## src/rtl/rob_pkg.sv

```systemverilog
package rob_pkg;

  typedef struct packed {
    logic exc;
    logic mis;
  } rob_status_t;

  function automatic logic needs_flush(rob_status_t s);
    return s.exc | s.mis;
  endfunction

  // Number of occupied slots from wrap-bit pointers of width pw.
  function automatic int unsigned occupancy(int unsigned head, int unsigned tail, int unsigned pw);
    int unsigned m;
    m = (32'd1 << pw) - 32'd1;
    return (tail - head) & m;
  endfunction

endpackage

```

## src/rtl/rob_slot.sv

```systemverilog
module rob_slot #(
  parameter int IDX    = 0,
  parameter int TAG_W  = 4,
  parameter int DATA_W = 32,
  parameter int AREG_W = 5,
  parameter int PC_W   = 32,
  parameter int NCMP   = 2
) (
  input  logic                        clk,
  input  logic                        rst_n,
  input  logic                        clear_all,
  input  logic                        release_i,
  input  logic                        alloc_i,
  input  logic [AREG_W-1:0]           alloc_dest,
  input  logic [PC_W-1:0]             alloc_pc,
  input  logic [NCMP-1:0]             cmp_valid,
  input  logic [NCMP-1:0][TAG_W-1:0]  cmp_tag,
  input  logic [NCMP-1:0][DATA_W-1:0] cmp_value,
  input  logic [NCMP-1:0]             cmp_exc,
  input  logic [NCMP-1:0]             cmp_mis,
  output logic                        valid_o,
  output logic                        done_o,
  output rob_pkg::rob_status_t        status_o,
  output logic [AREG_W-1:0]           dest_o,
  output logic [PC_W-1:0]             pc_o,
  output logic [DATA_W-1:0]           value_o
);
  localparam logic [TAG_W-1:0] MY_TAG = TAG_W'(IDX);

  logic                 valid_q, done_q;
  rob_pkg::rob_status_t st_q;
  logic [AREG_W-1:0]    dest_q;
  logic [PC_W-1:0]      pc_q;
  logic [DATA_W-1:0]    value_q;
  logic [NCMP-1:0]      hit;

  always_comb begin
    for (int k = 0; k < NCMP; k++) hit[k] = cmp_valid[k] && (cmp_tag[k] == MY_TAG);
  end

  always_ff @(posedge clk) begin
    if (!rst_n) begin
      valid_q <= 1'b0;
      done_q  <= 1'b0;
      st_q    <= '0;
      dest_q  <= '0;
      pc_q    <= '0;
      value_q <= '0;
    end else if (clear_all) begin
      valid_q <= 1'b0;
      done_q  <= 1'b0;
    end else begin
      if (release_i) begin
        valid_q <= 1'b0;
        done_q  <= 1'b0;
      end
      if (alloc_i) begin
        valid_q <= 1'b1;
        done_q  <= 1'b0;
        st_q    <= '0;
        dest_q  <= alloc_dest;
        pc_q    <= alloc_pc;
      end
      for (int k = 0; k < NCMP; k++) begin
        if (hit[k] && valid_q) begin
          done_q     <= 1'b1;
          value_q    <= cmp_value[k];
          st_q.exc   <= cmp_exc[k];
          st_q.mis   <= cmp_mis[k];
        end
      end
    end
  end

  assign valid_o  = valid_q;
  assign done_o   = done_q;
  assign status_o = st_q;
  assign dest_o   = dest_q;
  assign pc_o     = pc_q;
  assign value_o  = value_q;

  AST_FREE_WRITE_DROPPED: assert property (@(posedge clk) disable iff (!rst_n)
    (|hit && !valid_q && !alloc_i) |=> !done_q);
  AST_ALLOC_NOT_DONE: assert property (@(posedge clk) disable iff (!rst_n)
    (alloc_i && !clear_all) |=> (valid_q && !done_q));

endmodule

```

## src/rtl/rob_ptr_ctrl.sv

```systemverilog
module rob_ptr_ctrl #(
  parameter int DEPTH = 16,
  parameter int PTR_W = 5
) (
  input  logic             clk,
  input  logic             rst_n,
  input  logic             alloc,
  input  logic             retire,
  input  logic             flush,
  output logic [PTR_W-1:0] head_ptr,
  output logic [PTR_W-1:0] tail_ptr,
  output logic             full,
  output logic             empty
);
  localparam logic [PTR_W-1:0] ONE = PTR_W'(1);

  logic [PTR_W-1:0] head_q, tail_q;
  int unsigned      occ;

  always_ff @(posedge clk) begin
    if (!rst_n) begin
      head_q <= '0;
      tail_q <= '0;
    end else if (flush) begin
      head_q <= head_q + ONE;
      tail_q <= head_q + ONE;
    end else begin
      if (alloc)  tail_q <= tail_q + ONE;
      if (retire) head_q <= head_q + ONE;
    end
  end

  always_comb begin
    occ   = rob_pkg::occupancy(32'(head_q), 32'(tail_q), PTR_W);
    full  = (occ == DEPTH);
    empty = (occ == 0);
  end

  assign head_ptr = head_q;
  assign tail_ptr = tail_q;

  AST_NO_OVERFLOW: assert property (@(posedge clk) disable iff (!rst_n)
    occ <= DEPTH);
  AST_FULL_NO_ALLOC: assert property (@(posedge clk) disable iff (!rst_n)
    full |-> !alloc);
  AST_FLUSH_EMPTIES: assert property (@(posedge clk) disable iff (!rst_n)
    flush |=> empty);
  AST_HEAD_STEP: assert property (@(posedge clk) disable iff (!rst_n)
    retire |=> (head_q == $past(head_q) + ONE));

endmodule

```

## src/rtl/rob_retire.sv

```systemverilog
module rob_retire #(
  parameter int DATA_W = 32,
  parameter int AREG_W = 5,
  parameter int PC_W   = 32
) (
  input  logic                 empty,
  input  logic                 h_valid,
  input  logic                 h_done,
  input  rob_pkg::rob_status_t h_status,
  input  logic [AREG_W-1:0]    h_dest,
  input  logic [PC_W-1:0]      h_pc,
  input  logic [DATA_W-1:0]    h_value,
  output logic                 retire,
  output logic                 ret_valid,
  output logic [AREG_W-1:0]    ret_dest,
  output logic [DATA_W-1:0]    ret_value,
  output logic                 flush_req,
  output logic [PC_W-1:0]      flush_pc
);
  logic flagged;

  always_comb begin
    retire    = !empty && h_valid && h_done;
    flagged   = rob_pkg::needs_flush(h_status);
    ret_valid = retire && !flagged;
    flush_req = retire && flagged;
    ret_dest  = h_dest;
    ret_value = h_value;
    flush_pc  = h_pc;
  end

endmodule

```

## src/rtl/reorder_buffer.sv

```systemverilog
module reorder_buffer #(
  parameter int DEPTH  = 16,
  parameter int DATA_W = 32,
  parameter int AREG_W = 5,
  parameter int PC_W   = 32,
  parameter int NCMP   = 2,
  localparam int TAG_W = $clog2(DEPTH)
) (
  input  logic                        clk,
  input  logic                        rst_n,
  input  logic                        disp_valid,
  input  logic [AREG_W-1:0]           disp_dest,
  input  logic [PC_W-1:0]             disp_pc,
  output logic                        disp_ready,
  output logic [TAG_W-1:0]            disp_tag,
  input  logic [NCMP-1:0]             cmp_valid,
  input  logic [NCMP-1:0][TAG_W-1:0]  cmp_tag,
  input  logic [NCMP-1:0][DATA_W-1:0] cmp_value,
  input  logic [NCMP-1:0]             cmp_exc,
  input  logic [NCMP-1:0]             cmp_mis,
  output logic                        ret_valid,
  output logic [AREG_W-1:0]           ret_dest,
  output logic [DATA_W-1:0]           ret_value,
  output logic                        flush_req,
  output logic [PC_W-1:0]             flush_pc
);
  localparam int PTR_W = TAG_W + 1;

  logic [PTR_W-1:0] head_ptr, tail_ptr;
  logic             full, empty, retire, alloc, free_head;
  logic [TAG_W-1:0] head_idx, tail_idx;

  logic                 s_valid  [DEPTH];
  logic                 s_done   [DEPTH];
  rob_pkg::rob_status_t s_status [DEPTH];
  logic [AREG_W-1:0]    s_dest   [DEPTH];
  logic [PC_W-1:0]      s_pc     [DEPTH];
  logic [DATA_W-1:0]    s_value  [DEPTH];

  assign head_idx   = head_ptr[TAG_W-1:0];
  assign tail_idx   = tail_ptr[TAG_W-1:0];
  assign disp_ready = !full && !flush_req;
  assign alloc      = disp_valid && disp_ready;
  assign disp_tag   = tail_idx;
  assign free_head  = retire && !flush_req;

  rob_ptr_ctrl #(.DEPTH(DEPTH), .PTR_W(PTR_W)) u_ptr (
    .clk(clk), .rst_n(rst_n), .alloc(alloc), .retire(retire), .flush(flush_req),
    .head_ptr(head_ptr), .tail_ptr(tail_ptr), .full(full), .empty(empty)
  );

  for (genvar e = 0; e < DEPTH; e++) begin : g_slot
    rob_slot #(
      .IDX(e), .TAG_W(TAG_W), .DATA_W(DATA_W), .AREG_W(AREG_W), .PC_W(PC_W), .NCMP(NCMP)
    ) u_slot (
      .clk(clk), .rst_n(rst_n), .clear_all(flush_req),
      .release_i(free_head && (head_idx == TAG_W'(e))),
      .alloc_i(alloc && (tail_idx == TAG_W'(e))),
      .alloc_dest(disp_dest), .alloc_pc(disp_pc),
      .cmp_valid(cmp_valid), .cmp_tag(cmp_tag), .cmp_value(cmp_value),
      .cmp_exc(cmp_exc), .cmp_mis(cmp_mis),
      .valid_o(s_valid[e]), .done_o(s_done[e]), .status_o(s_status[e]),
      .dest_o(s_dest[e]), .pc_o(s_pc[e]), .value_o(s_value[e])
    );
  end

  rob_retire #(.DATA_W(DATA_W), .AREG_W(AREG_W), .PC_W(PC_W)) u_ret (
    .empty(empty), .h_valid(s_valid[head_idx]), .h_done(s_done[head_idx]),
    .h_status(s_status[head_idx]), .h_dest(s_dest[head_idx]), .h_pc(s_pc[head_idx]),
    .h_value(s_value[head_idx]), .retire(retire), .ret_valid(ret_valid),
    .ret_dest(ret_dest), .ret_value(ret_value), .flush_req(flush_req), .flush_pc(flush_pc)
  );

  AST_FULL_BLOCKS: assert property (@(posedge clk) disable iff (!rst_n)
    full |-> !disp_ready);
  AST_TAG_SEQ: assert property (@(posedge clk) disable iff (!rst_n)
    alloc |=> (disp_tag == $past(disp_tag) + TAG_W'(1)));
  AST_FLUSH_QUIET: assert property (@(posedge clk) disable iff (!rst_n)
    flush_req |=> (!ret_valid && !flush_req));
  AST_ONE_OUTCOME: assert property (@(posedge clk) disable iff (!rst_n)
    !(ret_valid && flush_req));
  AST_FLUSH_NO_DISPATCH: assert property (@(posedge clk) disable iff (!rst_n)
    flush_req |-> !disp_ready);

endmodule

```

## config.mk

```make
export PLATFORM = sky130hd
export DESIGN_NAME = reorder_buffer
export DESIGN_NICKNAME = d
export VERILOG_FILES = /design/src/rtl/rob_pkg.sv /design/src/rtl/rob_slot.sv /design/src/rtl/rob_ptr_ctrl.sv /design/src/rtl/rob_retire.sv /design/src/rtl/reorder_buffer.sv
export SDC_FILE = /design/constraint.sdc
export NUM_CORES = 2
export LEC_CHECK = 0
export ABC_AREA = 1
export BUFFER_PORTS_ARGS = -buffer_cell sky130_fd_sc_hd__buf_2
export CAP_MARGIN = 15
export CORE_MARGIN = 10
export CORE_UTILIZATION = 66
export CTS_CLUSTER_DIAMETER = 60
export DETAILED_ROUTE_END_ITERATION = 7
export PLACE_DENSITY = 0.87
export REMOVE_ABC_BUFFERS = 1
export SYNTH_ARGS = -nofsm -noshare
export SYNTH_HDL_FRONTEND = slang
export SYNTH_SLANG_ARGS = --single-unit
```

## constraint.sdc

```tcl
create_clock -name clk -period 7.35 [get_ports clk]
set_input_delay 1.1025 -clock clk [delete_from_list [all_inputs] [get_ports clk]]
set_output_delay 1.1025 -clock clk [all_outputs]
set_load 0.01 [all_outputs]
```

# --- Word-level counts from Yosys, hierarchy flattened ---
# Index checks and enable logic that the tools add are counted.
word_totals:
  register_bits: 1178
  word_cells: 592
  inputBits: 118
  output_inout_bits: 76
classes:
  eq_ne: 61
  add_sub_neg: 3
  n_mux: 182
  n_lt_le_gt_ge: 1
  n_reduce_logical: 227
  n_bitwise: 4
op_table:
  columns: ["operator", "count"]
  rows:
  - ["$mux W32", 36]
  - ["$bmux W32 S4", 2]
  - ["$eq A4 B4 Y1 const B", 32]
  - ["$logic_and A1 B1 Y1", 103]
  - ["$mux W2", 50]
  - ["$reduce_and A2 Y1", 48]
  - ["$mux W1", 84]
  - ["$reduce_bool A2 Y1", 34]
  - ["$eq A4 B3 Y1 const B", 16]
  - ["$reduce_bool A4 Y1", 16]
  - ["$reduce_bool A3 Y1", 16]
  - ["$eq A4 B2 Y1 const B", 8]
  - ["$logic_not A32 Y1", 1]
  - ["$mux W5", 6]
  - ["$bmux W5 S4", 1]
  - ["$eq A4 B1 Y1 const B", 4]
  - ["$logic_not A4 Y1", 4]
  - ["$add A5 B1 Y5 const B", 2]
  - ["$bmux W1 S4", 2]
  - ["$bmux W2 S4", 1]
  - ["$eq A5 B5 Y1 const B", 1]
  - ["$ge A5 B5 Y1 const B", 1]
  - ["$not A4 Y5", 1]
  - ["$sub A5 B5 Y5", 1]
  - ["4 further kinds", 8]

# --- Logic depth before layout (Yosys ltp) ---
depth:
  ltp_word: 14
  depth_mapped: 22
  ltp_nobuf: 18

# --- By module ---
# A second synthesis with hierarchy kept.
hier_totals:
  cells_unflattened: 11838
  area_unflattened_um2: 67153.2
by_module_without_submodules:
  columns: ["mod", "cells_per_inst", "area_each_um2", "seq_area_each_um2", "instances"]
  rows:
  - ["reorder_buffer", 3573, 13704.4, 0.0, 1]
  - ["rob_slot (g_slot[10].u_slot ...)", 517, 3298.2, 1461.4, 4]
  - ["rob_slot (g_slot[4].u_slot ...)", 513, 3283.1, 1461.4, 2]
  - ["rob_slot (g_slot[13].u_slot ...)", 518, 3281.9, 1461.4, 2]
  - ["rob_slot (g_slot[1].u_slot ...)", 514, 3274.4, 1461.4, 2]
  - ["rob_slot (g_slot[11].u_slot ...)", 454, 3131.8, 1461.4, 2]
  - ["rob_slot (g_slot[3].u_slot)", 520, 3298.2, 1461.4, 1]
  - ["rob_slot (g_slot[12].u_slot)", 520, 3288.2, 1461.4, 1]
  - ["rob_slot (g_slot[0].u_slot)", 517, 3274.4, 1461.4, 1]
  - ["rob_slot (g_slot[15].u_slot)", 454, 3164.3, 1461.4, 1]
  - ["rob_ptr_ctrl", 110, 730.7, 200.2, 1]
  - ["rob_retire", 78, 558.0, 0.0, 1]

# --- Least setup slack after synthesis ---
# No wires, ideal clock.
synth_timing:
  path_kind: "reg-to-output"
  start: "register u_ptr.head_q[1], in the netlist u_ptr.head_ptr[1]"
  end: "output port disp_ready"
  t_arrival_ps: 2754
  path_buffers: 4
  required_time_ps: 6247
  setup_slack_ps: 3494
  stages_incl_launch_ff: 17
  cell_sequence: "dfxtp_1 -> inv_2 -> buf_2 -> clkbuf_1 -> clkbuf_1 -> clkbuf_1 -> ha_1 -> nand2_1 -> nand2_1 -> nand2_1 -> nand3_1 -> nand2_1 -> nor2_1 -> nor2_2 -> nand3_4 -> inv_2 -> a21oi_1"
synth_via:
  elab_chain_cells: 9
  word_cells_on_any_way: 21
  cone_classes: "1 x add/sub; 1 x eq/ne; 9 x mux; 2 x bitwise; 8 x reduce/logical"
synth_rtl:
  columns: ["item", "line", "source"]
  rows:
  - ["start: declaration", "rob_ptr_ctrl.sv:17", "logic [PTR_W-1:0] head_q, tail_q;"]
  - ["start signal: assignment", "rob_ptr_ctrl.sv:25", "head_q <= head_q + ONE;"]
  - ["start signal: assignment", "rob_ptr_ctrl.sv:29", "if (retire) head_q <= head_q + ONE;"]
  - ["branches (longest 6 deep; another with $sub A5 B5 Y5)", null, null]
  - ["$logic_and A1 B1 Y1 (*)", "rob_retire.sv:26", "flush_req = retire && flagged;"]
  - ["named net flush_req", "reorder_buffer.sv:24", "output logic flush_req,"]
  - ["$logic_not A1 Y1 (*)", "reorder_buffer.sv:42", "assign disp_ready = !full && !flush_req;"]
  - ["$logic_and A1 B1 Y1 (*)", "reorder_buffer.sv:42", null]
  - ["end: declaration", "reorder_buffer.sv:14", "output logic disp_ready,"]
# Mark *: on every way through the listed nets, which the timed path passes. The select of a mux whose other input is x is not followed.

# --- Worst setup path after layout ---
layout_timing:
  start: "register u_ptr.head_q[0], in the netlist u_ptr.head_ptr[0]"
  end: "output port disp_ready"
layout_via:
  elab_chain_cells: 9
  word_cells_on_any_way: 21
  cone_classes: "1 x add/sub; 1 x eq/ne; 9 x mux; 2 x bitwise; 8 x reduce/logical"
layout_rtl:
  columns: ["item", "line"]
  rows:
  - ["branches (longest 8 deep; another with $sub A5 B5 Y5)", null]
  - ["$logic_and A1 B1 Y1 (*)", "reorder_buffer.sv:42"]
# Every way passes the cells marked *. The select of a mux whose other input is x is not followed.

==> metrics.md <==
| Metric | Value |
|---|---|
| Outcome | finished with violations |
| Failing checks | DRC |
| F_max | 0.171 GHz |
| Hold WC Path Type | flip-flop to flip-flop |
| Post-Synthesis Cells | 9025 |
| Worst Setup EP | disp_ready |
| # fillers | 7299 |
| Clock slew seen by the registers of the worst setup and hold paths | 0.06 ns |
| Yosys Warn Count | 0 |
| Final Setup Violations | 0 |
| Largest net degree at the start of global routing | 244 |
| Critical path class | flip-flop to primary output |
| Netlist Area Pre-Place | 58600 um^2 |
| PD cells | 224 nW/um^2 |
| R2R cell count | 13 |
| VDD IR-drop max | 202 uV |
| Post-synth EDFFs | 0 |
| Critical Path AT | 4.75 ns |
| Core area | 88200 um^2 |
| First-pass GRT wire length | 306000 um |
| Number of hold violations in the final report | 0 |
| Via count of the first global-routing pass | 56600 |
| CP Launch Type | flip-flop |
| WL per Instance | 20.1 um |
| Die extent in y | 318 um |
| Final core occ | 70.1% |
| Final net count | 8682 |
| Multi-input combinational cell area | 29500 um^2 |
| CTS tree | yes |
| Post-CTS Setup Bufs | 0 |
| Crit Path Max Fanout | 172 |
| Final HPWL DP | 103000 um |
| Pre-CTS setup slack | 1.93 ns |
| Static Leak | 22.7 nW |
| Final Critical Period | 5.85 ns |
| Register area | 23600 um^2 |
| Sinks on Clock Net | 1178 |
| Row cnt | 109 |
| Crit path capture type | primary output |
| R2R setup slack | 1.57 ns |
| Relative max-transition margin | 4.33% |
| Fin Setup TNS | 0 ns |
| Worst EP required | 6.25 ns |
| Unrepaired setup endpoints after global routing | false |
| Setup ws final | 1.50 ns |
| Inserted Clock Buffers | 117 |
| Period Utilization, post-route | 79.6% |
| GRT Util Overall | 36.7% |
| Die Wd | 318 um |
| Synth cell types | 35 |
| Seq cells post-synth | 1178 |
| Top FF cell, synth | dfxtp_1 |
| Root buf cell | clkbuf_16 |
| Routed wire length | 198000 um |
| Critical R2R Launch | u_ptr.head_ptr[0] |
| Initial Util | 66.4% |
| IO Pins | 194 |
| Syn avg cell area | 6.49 um^2 |
| Async set-reset flop share out of synthesis | 0% |
| Placed cell count | 9597 |
| Max_cap viols | 0 |
| Worst skew pair latency | 0.71 ns |
| Post-Layout Cell Count | 9821 |
| PostCTS Resize Cnt | 0 |
| Initial antenna violation count | 17 |
| Final Max Tran Viols | 0 |
| Drt drc | 2 |
| Placer Congestion | 0.971 |
| RR Endpoint | g_slot[9].u_slot.pc_o[29] |
| Post-route ant nets | 0 |
| Vias | 61400 |
| CTS Hold Buffers Added | 0 |
| Post-Route Skew | 0.0303 ns |
| Drt pass-1 iters | 8 |
| Port Buffers | 193 |
| Avg Vias per Cell | 6.26 |
| Total grt overflow | 0 |
| Register area share after synthesis | 40.3% |
| Die area | 101000 um^2 |
| Area Growth Syn to Fin | 5.55% |
| Fraction of layout cells with a size suffix above 1 | 6.20% |
| Slew @ Worst Pin | 1.44 ns |
| Clock buffer depth | 3 |
| Drt initial violations | 9944 |
| Worst Setup SP | u_ptr.head_ptr[0] |
| H-tree Lvls | 3 |
synthesized netlist by cell type, types with 3 or more instances:
library cell     n  area, um^2
nor3_1          32         160
o21ai_4         13         211
buf_4           15         113
mux2i_1         32         320
xor2_1           3        26.3
buf_1           67         251
o21ai_1         63         315
nand4_4         14         298
or4_1           37         278
inv_2           26        97.6
inv_1          431        1620
a21oi_1       1128        5650
clkbuf_2        40         200
o21ai_0       1432        7170
inv_4            8        50.1
o22ai_1        158         988
dfxtp_1       1178       23600
buf_2          206        1030
ha_1            12         150
clkbuf_1       497        1870
nand3_1         95         475
nor2_1        1537        5770
buf_6           33         372
nand2_1       1906        7150
nand4_1         48         300
how the worst min path moves through the flow:
stage / start / endpoint / slack [ns] / cells past startpoint
6_report: g_slot[7].u_slot.pc_o[2] / g_slot[7].u_slot.pc_o[2] / 0.46 / 2
5_1_grt: g_slot[4].u_slot.dest_o[4] / g_slot[4].u_slot.dest_o[4] / 0.47 / 2
4_1_cts: g_slot[3].u_slot.pc_o[2] / g_slot[3].u_slot.pc_o[2] / 0.46 / 2
3_5_place_dp: g_slot[0].u_slot.pc_o[4] / g_slot[0].u_slot.pc_o[4] / 0.45 / 2
3_3_place_gp: g_slot[15].u_slot.pc_o[12] / g_slot[15].u_slot.pc_o[12] / 0.45 / 2
2_1_floorplan: g_slot[0].u_slot.dest_o[0] / g_slot[0].u_slot.dest_o[0] / 0.44 / 2
cell usage in the layout (no fill, tap or decap), drive strengths merged:
| cell | n |
|---|---|
| a21oi | 1128 |
| buf | 267 |
| bufinv | 7 |
| clkbuf | 180 |
| clkinv | 26 |
| clkinvlp | 1 |
| dfxtp | 1178 |
| diode | 11 |
| ha | 12 |
| inv | 466 |
| mux2i | 32 |
| nand2 | 1907 |
| nand3 | 96 |
| nand4 | 64 |
| nor2 | 1540 |
| nor3 | 32 |
| nor4 | 1 |
| o21ai | 1508 |
| o22ai | 158 |
| or4 | 37 |
| xnor2 | 2 |
| xor2 | 3 |
metrics by stage:
step | hold WS (ns) | power (mW) | instance area [um^2]
after floorplan | 0.442 | 7.38 | 54700
after global placement | 0.447 | 7.84 | 57900
after detailed placement | 0.452 | 7.88 | 57900
after CTS | 0.461 | 13.8 | 61800
after global routing | 0.471 | 14.2 | 61800
final | 0.460 | 13.8 | 61800
state kept, by name (all words and copies together), names as in the netlist:
name / cells
g_slot.u_slot.dest_o: 80
g_slot.u_slot.value_o: 512
g_slot.u_slot.status_o: 32
g_slot.u_slot.valid_o: 16
g_slot.u_slot.done_o: 16
u_ptr.tail_ptr: 5
u_ptr.head_ptr: 5
g_slot.u_slot.pc_o: 512
routing by layer:
metal,global-route usage [%],share of wire [%]
met1,47.0,37
met2,55.7,43
met5,0,0.032
met4,19.1,4.9
met3,10.4,15
critical path: stages, from the launching register on:
cell and delay, ns:
dfxtp_4 0.85, buf_12 0.64, nor2_1 0.11, nand2_1 0.09, nand3_1 0.07, nand2_1 0.09, nand2_1 0.06, nand2_1 0.10
inv_1 0.04, nand2_1 0.19, nand3_4 0.80, inv_2 0.56, a21oi_1 0.06, buf_2 0.16
cells by family after synthesis:
family,count (synthesis),share of synthesized area (%)
adder cells (fa/ha/maj),12,0.256
AO/OA/AOI/OAI,2794,24.5
AND/OR/NAND/NOR,3677,24.8
buffers and inverters,1327,9.61
flip-flops,1178,40.3
XOR/XNOR,5,0.0748
multiplexers,32,0.547
cell type report:
type / count / area share (%)
antenna: 11 / 0.0445
clock buffer: 180 / 5.59
clock inverter: 32 / 0.613
inverter: 468 / 2.91
multi-input combinational: 6520 / 47.7
sequential: 1178 / 38.2
tap: 1165 / 2.36
timing repair buffer: 267 / 2.62
where the power goes:
| group | internal, mW | total (mW) | switching, mW |
|---|---|---|---|
| registers | 6.51 | 6.58 | 0.0659 |
| logic | 0.329 | 1.21 | 0.882 |
| clock network | 3.46 | 6.06 | 2.60 |
| total | 10.3 | 13.8 | 3.55 |
Note: power is estimated with default switching activity, not from simulation.
